### src/rtl/dly_step_pkg.sv
package dly_step_pkg;

    localparam int CRS_W = 4;
    localparam int MED_W = 2;
    localparam int TAP_W = 4;
    localparam int PI_W  = 3;
    localparam int CTL_W = 1 + PI_W + TAP_W;

    typedef struct packed {
        logic [CRS_W-1:0] crs;
        logic [MED_W-1:0] med;
        logic [TAP_W-1:0] tap;
    } dly_pos_t;

    typedef struct packed {
        logic     ok;
        dly_pos_t pos;
    } step_res_t;

    typedef enum logic [2:0] {
        OP_NONE   = 3'd0,
        OP_MED_UP = 3'd1,
        OP_MED_DN = 3'd2,
        OP_TAP_UP = 3'd3,
        OP_TAP_DN = 3'd4
    } step_op_t;

    function automatic logic [CTL_W-1:0] pack_ctl(
        input logic             keep,
        input logic [PI_W-1:0]  piv,
        input logic [TAP_W-1:0] tapv
    );
        return {keep, piv, tapv};
    endfunction

endpackage

### src/rtl/dly_cmd_arb.sv
module dly_cmd_arb
    import dly_step_pkg::*;
(
    input  logic     med_up,
    input  logic     med_dn,
    input  logic     tap_up,
    input  logic     tap_dn,
    output step_op_t op
);
    always_comb begin
        if (med_up)      op = OP_MED_UP;
        else if (med_dn) op = OP_MED_DN;
        else if (tap_up) op = OP_TAP_UP;
        else if (tap_dn) op = OP_TAP_DN;
        else             op = OP_NONE;
    end
endmodule

### src/rtl/dly_med_step.sv
module dly_med_step
    import dly_step_pkg::*;
#(
    parameter int CRS_LAST = 15,
    parameter int MED_LAST = 3
) (
    input  dly_pos_t  pos_i,
    input  logic      dir_up,
    output step_res_t res_o
);
    localparam logic [CRS_W-1:0] CRS_TOP = CRS_W'(CRS_LAST);
    localparam logic [MED_W-1:0] MED_TOP = MED_W'(MED_LAST);

    always_comb begin
        res_o.ok  = 1'b1;
        res_o.pos = pos_i;
        if (dir_up) begin
            if (pos_i.med != MED_TOP) begin
                res_o.pos.med = pos_i.med + MED_W'(1);
            end else if (pos_i.crs != CRS_TOP) begin
                res_o.pos.med = '0;
                res_o.pos.crs = pos_i.crs + CRS_W'(1);
            end else begin
                res_o.ok = 1'b0;
            end
        end else begin
            if (pos_i.med != '0) begin
                res_o.pos.med = pos_i.med - MED_W'(1);
            end else if (pos_i.crs != '0) begin
                res_o.pos.med = MED_TOP;
                res_o.pos.crs = pos_i.crs - CRS_W'(1);
            end else begin
                res_o.ok = 1'b0;
            end
        end
    end
endmodule

### src/rtl/dly_tap_step.sv
module dly_tap_step
    import dly_step_pkg::*;
#(
    parameter int CRS_LAST = 15,
    parameter int MED_LAST = 3,
    parameter int TAP_LAST = 14
) (
    input  dly_pos_t  pos_i,
    input  logic      dir_up,
    output step_res_t res_o
);
    localparam logic [TAP_W-1:0] TAP_TOP = TAP_W'(TAP_LAST);

    step_res_t carry_res;

    dly_med_step #(
        .CRS_LAST(CRS_LAST),
        .MED_LAST(MED_LAST)
    ) u_carry (
        .pos_i (pos_i),
        .dir_up(dir_up),
        .res_o (carry_res)
    );

    always_comb begin
        res_o.ok  = 1'b1;
        res_o.pos = pos_i;
        if (dir_up) begin
            if (pos_i.tap != TAP_TOP) begin
                res_o.pos.tap = pos_i.tap + TAP_W'(1);
            end else if (carry_res.ok) begin
                res_o.pos     = carry_res.pos;
                res_o.pos.tap = '0;
            end else begin
                res_o.ok = 1'b0;
            end
        end else begin
            if (pos_i.tap != '0) begin
                res_o.pos.tap = pos_i.tap - TAP_W'(1);
            end else if (carry_res.ok) begin
                res_o.pos     = carry_res.pos;
                res_o.pos.tap = TAP_TOP;
            end else begin
                res_o.ok = 1'b0;
            end
        end
    end
endmodule

### src/rtl/dly_step_ctr.sv
module dly_step_ctr
    import dly_step_pkg::*;
#(
    parameter int CRS_LAST = 15,
    parameter int MED_LAST = 3,
    parameter int TAP_LAST = 14
) (
    input  logic             clk,
    input  logic             rst,
    input  logic             load_en,
    input  logic [CRS_W-1:0] load_crs,
    input  logic [MED_W-1:0] load_med,
    input  logic [TAP_W-1:0] load_tap,
    input  logic [PI_W-1:0]  load_pi,
    input  logic             pi_wr,
    input  logic [PI_W-1:0]  pi_val,
    input  logic             med_up,
    input  logic             med_dn,
    input  logic             tap_up,
    input  logic             tap_dn,
    input  logic             ctl_msb_keep,
    output logic [CRS_W-1:0] crs,
    output logic [MED_W-1:0] med,
    output logic [TAP_W-1:0] tap,
    output logic [PI_W-1:0]  pi,
    output logic [CTL_W-1:0] dly_ctl,
    output logic             step_err
);
    dly_pos_t  pos_q;
    logic [PI_W-1:0] pi_q;
    logic      err_q;
    step_op_t  op;
    step_res_t med_res;
    step_res_t tap_res;
    step_res_t sel_res;

    dly_cmd_arb u_arb (
        .med_up(med_up),
        .med_dn(med_dn),
        .tap_up(tap_up),
        .tap_dn(tap_dn),
        .op    (op)
    );

    dly_med_step #(
        .CRS_LAST(CRS_LAST),
        .MED_LAST(MED_LAST)
    ) u_med (
        .pos_i (pos_q),
        .dir_up(op == OP_MED_UP),
        .res_o (med_res)
    );

    dly_tap_step #(
        .CRS_LAST(CRS_LAST),
        .MED_LAST(MED_LAST),
        .TAP_LAST(TAP_LAST)
    ) u_tap (
        .pos_i (pos_q),
        .dir_up(op == OP_TAP_UP),
        .res_o (tap_res)
    );

    always_comb begin
        unique case (op)
            OP_MED_UP, OP_MED_DN: sel_res = med_res;
            OP_TAP_UP, OP_TAP_DN: sel_res = tap_res;
            default: begin
                sel_res.ok  = 1'b1;
                sel_res.pos = pos_q;
            end
        endcase
    end

    always_ff @(posedge clk) begin
        if (rst) begin
            pos_q <= '0;
            pi_q  <= '0;
            err_q <= 1'b0;
        end else if (load_en) begin
            pos_q.crs <= load_crs;
            pos_q.med <= load_med;
            pos_q.tap <= load_tap;
            pi_q      <= load_pi;
            err_q     <= 1'b0;
        end else begin
            if (sel_res.ok) pos_q <= sel_res.pos;
            err_q <= (op != OP_NONE) && !sel_res.ok;
            if (pi_wr) pi_q <= pi_val;
        end
    end

    assign crs      = pos_q.crs;
    assign med      = pos_q.med;
    assign tap      = pos_q.tap;
    assign pi       = pi_q;
    assign step_err = err_q;
    assign dly_ctl  = pack_ctl(ctl_msb_keep, pi_q, pos_q.tap);

endmodule

### config.mk
export PLATFORM = sky130hd
export DESIGN_NAME = dly_step_ctr
export DESIGN_NICKNAME = d
export VERILOG_FILES = /design/src/rtl/dly_step_pkg.sv /design/src/rtl/dly_cmd_arb.sv /design/src/rtl/dly_med_step.sv /design/src/rtl/dly_tap_step.sv /design/src/rtl/dly_step_ctr.sv
export SDC_FILE = /design/constraint.sdc
export NUM_CORES = 1
export LEC_CHECK = 0
export ABC_AREA = 1
export BUFFER_PORTS_ARGS = -buffer_cell sky130_fd_sc_hd__buf_2
export CORE_UTILIZATION = 30
export DETAILED_ROUTE_END_ITERATION = 7
export PLACE_DENSITY = 0.57
export SLEW_MARGIN = 5
export SYNTH_ARGS = -nofsm -noshare
export SYNTH_HDL_FRONTEND = slang
export SYNTH_SLANG_ARGS = --single-unit
### constraint.sdc
create_clock -name clk -period 4.2 [get_ports clk]
set_input_delay 0.63 -clock clk [delete_from_list [all_inputs] [get_ports clk]]
set_output_delay 0.63 -clock clk [all_outputs]
set_load 0.01 [all_outputs]
==> results of run 1 <==
-- power by group through the flow --
stage / sequential (mW) / clock (mW) / combinational (mW)
2_1_floorplan: 0.168 / 0 / 0.147
3_3_place_gp: 0.168 / 0 / 0.196
3_5_place_dp: 0.169 / 0 / 0.196
4_1_cts: 0.166 / 0.135 / 0.198
5_1_grt: 0.168 / 0.141 / 0.225
6_report: 0.165 / 0.130 / 0.197
-- flip-flops by register name, indices dropped and copies added, names as in the netlist --
| name | cells |
|---|---|
| tap | 4 |
| med | 2 |
| step_err | 1 |
| pi | 3 |
| crs | 4 |
-- routing by layer --
metal	GRT usage	vias up	wire length [µm]
met1	0.212	688	2020
met3	0.00844	2	102
met5	0	-	0
li1	-	861	-
met2	0.252	29	1700
met4	0.0327	0	28
-- area by class of cell --
cell class                      instances  area share
Timing Repair Buffer                   44       0.128
Multi-Input combinational cell        199       0.570
Inverter                               31      0.0679
Tap cell                               52      0.0380
Clock buffer                            4      0.0321
Sequential cell                        14       0.164
-- metrics by stage --
| step | util | power [mW] | instance area, µm² |
|---|---|---|---|
| 2_1_floorplan | - | 0.314 | 1460 |
| 3_3_place_gp | 0.368 | 0.364 | 1660 |
| 3_5_place_dp | 0.368 | 0.365 | 1660 |
| 4_1_cts | 0.381 | 0.498 | 1710 |
| 5_1_grt | 0.381 | 0.534 | 1710 |
| 6_report | 0.381 | 0.493 | 1710 |
-- critical path: stages, from the launching register on --
cell	delay (ns)
dfxtp_1	0.37
inv_1	0.12
ha_1	0.33
nand3_2	0.12
nor2_2	0.18
nand2_1	0.07
nand2_1	0.09
nand2_2	0.07
nand2_2	0.08
nand2_4	0.07
nand2_4	0.12
nand2_1	0.07
nand2_1	0.06
nor2_1	0.04
-- Yosys cell counts --
cell      count  area share
nand2_1      92        0.24
nor2_1       37       0.095
inv_1        29       0.075
nand3_1      24       0.082
dfxtp_1      14        0.19
buf_4         8       0.041
ha_1          7       0.060
o21ai_0       7       0.024
nand3_2       5       0.034
a21oi_1       3       0.010
nand2_2       3       0.013
nand2_4       3       0.023
or2_2         3       0.013
clkbuf_1      2      0.0052
inv_2         2      0.0052
nand4_1       2      0.0086
o211ai_1      2       0.010
xnor2_1       2       0.012
xor2_1        2       0.012
a21oi_2       1      0.0060
a32oi_1       1      0.0060
buf_2         1      0.0034
buf_6         1      0.0077
nand3b_1      1      0.0052
nor2_2        1      0.0043
nor3_1        1      0.0034
o21ai_2       1      0.0060
o22ai_1       1      0.0043
-- cell families (layout without fill, tap and decap cells) --
kind of cell | count (synthesis) | in the layout
fa+ha+maj | 7 | 7
compound gates | 16 | 16
flops | 14 | 14
simple gates | 172 | 172
xor+xnor | 4 | 4
buf+inv | 43 | 79
-- final timing paths --
path | end | cells past startpoint
min reg2reg | tap[0] | 2
max reg2reg | med[1] | 13
max | med[1] | 13
min | tap[0] | 2
==> metrics.md, run 1 <==
| Metric | Value |
|---|---|
| DR vias | 1580 |
| Worst r2r src | med[0] |
| Worst VDD drop | 0.175 mV |
| Number of antenna diodes | 0 |
| Share of cells above drive strength 1 | 0.229 |
| Fillers | 521 |
| Crit path kind | flop to flop |
| Register area share after synthesis | 0.192 |
| Worst hold path class | flop to flop |
| Final nets | 325 |
| Placed Cells incl. Taps | 340 |
| Cell area after synthesis | roughly 1500 µm² |
| CTS resizes | 0 |
| RSZ-0062 raised after global routing | no |
| Power Dens Cells | 287 nW/µm² |
| Via density | 4.59 |
| # DRC | 0 |
| Worst setup EP type | flop |
| Simple-gate area share of the yosys netlist | 0.519 |
| CORE AREA | about 4500 µm² |
| Leading cell types in the layout, fill and taps excluded | nand2_1, buf_2, nor2_1 |
| DP Worst Slack | around 2.2 ns |
| Proportion of synthesized area in mux cells | 0 |
| Arrival time at the worst endpoint | 2.03 ns |
| Area of the multi-input gates | 977 µm² |
| Synth Area in Compound Gates | 0.0670 |
| CP Launch Type | flop |
| Switching share of power | 0.381 |
| Skew final | roughly 0.0035 ns |
| Hold Slack | approximately 0.53 ns |
| Synthesis-to-layout area growth | 17.6% |
| Final min period | 1.89 ns |
| Commonest non-fill, non-tap cell in the layout | nand2_1 |
| Run status | finished clean |
| Post-Synth Adder-Cell Area | 0.0601 |
| Pleak | 0.995 nW |
| Synth Area in XOR/XNOR | 0.0240 |
| Vias in the first global route | 1409 |
| Later-pin clock latency in the skew report | 0.24 ns |
| Setup_tns | 0 ns |
| Global-route wire length before repair | 6270 µm |
| Initial Util | 0.324 |
| Ys Warns | 0 |
| Initial antenna violation count | 0 |
| TritonCTS Buffers | 3 |
| Starting DRT DRC Count | slightly above 90 |
| Clock root buffer | clkbuf_8 |
| Part of the cycle the worst path needs | 0.450 |
| CP max FO | 10 |
| P_sw | around 0.19 mW |
| Dpl hpwl | between 3000 and 4000 µm |
| FF+latch count, synth | 14 |
| Port Buffers | 44 |
| Net Count, Synth | 288 |
| FP Rows | 24 |
| Fin cells | 344 |
| HP Start | tap[0] |
| Largest net degree at the start of global routing | 16 |
| Placer Congestion | 0.786 |
| Htree depth | 1 |
| Combinational power share | 0.399 |
| DR pass1 iterations | 4 |
| Final hold violation count | 0 |
| Largest family of logic cells by synthesized area | simple AND/OR/NAND/NOR gates |
| Worst path required time | roughly 4.3 ns |
| CTS tree | yes |
| Synthesized netlist cell count | 256 |
| Pins Over Slew Limit | 0 |
| Register area | 280 µm² |
| Clock tree buffer depth | 2 |
| Die X | 71.7 µm |
| CP startpoint | med[0] |
| GRT Total Usage | 0.150 |
| Avg Inst Size Synth | 5.69 µm² |
| Post-route antenna net violation count | 0 |
| R2r setup slk | 2.31 ns |
| Post-CTS setup buffer count | 0 |
| Ports | 47 |
| Die Y-Extent | 71.7 µm |
| Distinct cells, synth | 28 |
| Final wirelength | 3850 µm |
| CTS Hold Bufs | 0 |
| Routed len/inst | 11.2 µm |
| Fmax | 529 MHz |
| Seq pwr share | 0.336 |
| CTS sink cnt | 14 |
| Die area | just over 5000 µm² |
| Grt total ovfl | 0 |
| Setup slack after layout | 2.31 ns |
| Final setup violation count | 0 |
| Maxcap violations | 0 |
| Clock slew at reported path FFs | 0.06 ns |
| Pint | 0.305 mW |
| Relative slew slack | 0.720 |
| Clock Power Share | 0.265 |
| Slew at the pin with the worst max-slew slack | around 0.42 ns |
Power figures use the tool's default switching activity.
==> inputs of run 2 (changes only) <==
--- a/config.mk
+++ b/config.mk
@@ -9,7 +9,7 @@
 export BUFFER_PORTS_ARGS = -buffer_cell sky130_fd_sc_hd__buf_2
 export CORE_UTILIZATION = 30
 export DETAILED_ROUTE_END_ITERATION = 7
-export PLACE_DENSITY = 0.57
+export PLACE_DENSITY = 0.59
 export SLEW_MARGIN = 5
 export SYNTH_ARGS = -nofsm -noshare
 export SYNTH_HDL_FRONTEND = slang
==> constraint.sdc (replaced) <==
create_clock -name clk -period 1.7 [get_ports clk]
set_input_delay 0.255 -clock clk [delete_from_list [all_inputs] [get_ports clk]]
set_output_delay 0.255 -clock clk [all_outputs]
set_load 0.01 [all_outputs]
==> run 2 against run 1 <==
- first-iteration DRC count down 38%
- highest routed layer unchanged
- largest cell class unchanged
- design area up 16%
- largest power group unchanged
- core utilization up 6.1 points
==> metrics.md, run 2 (synthesis results as in run 1) <==
| Metric | Value |
|---|---|
| Post-route antenna net violation count | 0 |
| Port Buffers | 44 |
| CP Launch Type | flop |
| Ports | 47 |
| DR pass1 iterations | 4 |
| Placed Cells incl. Taps | 358 |
| # DRC | 0 |
| Placer Congestion | 0.806 |
| TritonCTS Buffers | 3 |
| Fin cells | 365 |
| Global-route wire length before repair | 6710 µm |
| Commonest non-fill, non-tap cell in the layout | nand2_1 |
| Cell count of the worst reg-to-reg path | 12 |
| Largest net degree at the start of global routing | 15 |
| Later-pin clock latency in the skew report | between 0.2 and 0.3 ns |
| Routed len/inst | 11.5 µm |
| Final min period | 1.58 ns |
| Initial antenna violation count | 0 |
| DR vias | about 1700 |
| Final setup violation count | 0 |
| Worst path required time | 1.84 ns |
| Worst setup EP type | flop |
| Combinational power share | 0.449 |
| Pint | 0.836 mW |
| Finished layout cell area | 1990 µm² |
| Fmax | 634 MHz |
| CTS Hold Bufs | 0 |
| Die Y-Extent | ~72 µm |
| FP Rows | 24 |
| Synthesis-to-layout area growth | 36.3% |
| Share of cells above drive strength 1 | 0.351 |
| Starting DRT DRC Count | 57 |
| P_sw | 0.519 mW |
| WHS Path Cells | 2 |
| Final hold violation count | 0 |
| Final nets | 346 |
| Dpl hpwl | 3200 µm |
| Seq pwr share | 0.303 |
| Number of antenna diodes | 0 |
| Vias in the first global route | 1488 |
| Pleak | 1.10 nW |
| Worst hold path class | input pin to flop |
| Switching share of power | 0.383 |
| Power Dens Cells | 682 nW/µm² |
| Run status | finished clean |
| CTS sink cnt | 14 |
| Initial Util | 0.324 |
| Crit path kind | flop to flop |
| Leading cell types in the layout, fill and taps excluded | nand2_1, buf_2, nor2_1 |
| Relative slew slack | 0.758 |
| CP max FO | 6 |
| Htree depth | 1 |
| GRT Total Usage | 0.163 |
| Part of the cycle the worst path needs | 0.928 |
| CORE AREA | 4500 µm² |
| Final wirelength | 4200 µm |
| Clock slew at reported path FFs | 0.06 ns |
| Arrival time at the worst endpoint | 1.72 ns |
| Die X | 71.7 µm |
| Grt total ovfl | 0 |
| Clock root buffer | clkbuf_8 |
| Skew final | 0.00178 ns |
| Via density | 4.56 |
| Placed instance area | 1790 µm² |
| Die area | 5140 µm² |
| CTS tree | yes |
| Clock Power Share | 0.248 |
| Overall Power | 1.35 mW |
| Clock tree buffer depth | 2 |
| Slew at the pin with the worst max-slew slack | 0.362 ns |
| Maxcap violations | 0 |
| Pins Over Slew Limit | 0 |
| Worst VDD drop | just under 0.4 mV |
==> run 2: changes by cell type in the layout (fill, tap and decap cells not counted), moves of 5 or more <==
cell	delta
ha_4	+5
dfxtp_2	+7
ha_1	-6
buf_4	+20
dfxtp_1	-8
==> run 2: worst max-delay path, cell delays in order (launching register included) <==
cell	delay (ns)
dfxtp_2	0.42
ha_4	0.18
inv_1	0.06
nor2_1	0.13
nand2_1	0.08
nand2_2	0.08
nand2_2	0.07
nand2_2	0.08
nand2_4	0.10
nand2_4	0.11
nand2_1	0.06
nand2_1	0.05
nor2_1	0.04
==> run 2: timing repair <==
item,CTS,global route
pin swaps,0,7
setup buffers,0,2
gates resized for setup,1,32
gates cloned,0,1
endpoints found under the setup margin,1,11
==> run 2: layout make-up <==
cell class	instances	area (µm²)
Tap cell	52	65.1
Multi-Input combinational cell	200	1080
Fill cell	503	2520
Timing Repair Buffer	64	370
Clock buffer	4	55.1
Inverter	31	121
Sequential cell	14	293
==> run 2: layer usage <==
layer  routed length [µm]  vias to the layer above  track usage
met5                    0                        -            0
li1                     -                      904            -
met3                   95                        2       0.0183
met4                   33                        0       0.0392
met1                 2150                      731        0.227
met2                 1920                       27        0.268
==> run 2: final timing paths <==
kind	from	slack, ns	end
worst max-delay path	med[0]	0.12	med[0]
worst min-delay path	rst	0.19	tap[0]
worst max register to register	med[0]	0.12	med[0]
worst min register to register	pi[2]	0.56	pi[2]
==> run 2: power groups by stage <==
stage / logic, mW / clock network (mW) / registers [mW]
2_1_floorplan: 0.363 / 0 / 0.414
3_3_place_gp: 0.554 / 0 / 0.400
3_5_place_dp: 0.558 / 0 / 0.401
4_1_cts: 0.564 / 0.340 / 0.394
5_1_grt: 0.688 / 0.353 / 0.416
6_report: 0.608 / 0.336 / 0.411
==> run 2: metrics by stage <==
| step | TNS (ns) | hold slack [ns] | utilization | setup slack, ns |
|---|---|---|---|---|
| 2_1_floorplan | 0 | 0.324 | - | 0.0739 |
| 3_3_place_gp | 0 | 0.456 | 0.398 | 0.0486 |
| 3_5_place_dp | 0 | 0.461 | 0.398 | 0.0159 |
| 4_1_cts | 0 | 0.197 | 0.411 | 0.0207 |
| 5_1_grt | -0.00273 | 0.202 | 0.441 | -0.00273 |
| 6_report | 0 | 0.190 | 0.441 | 0.123 |
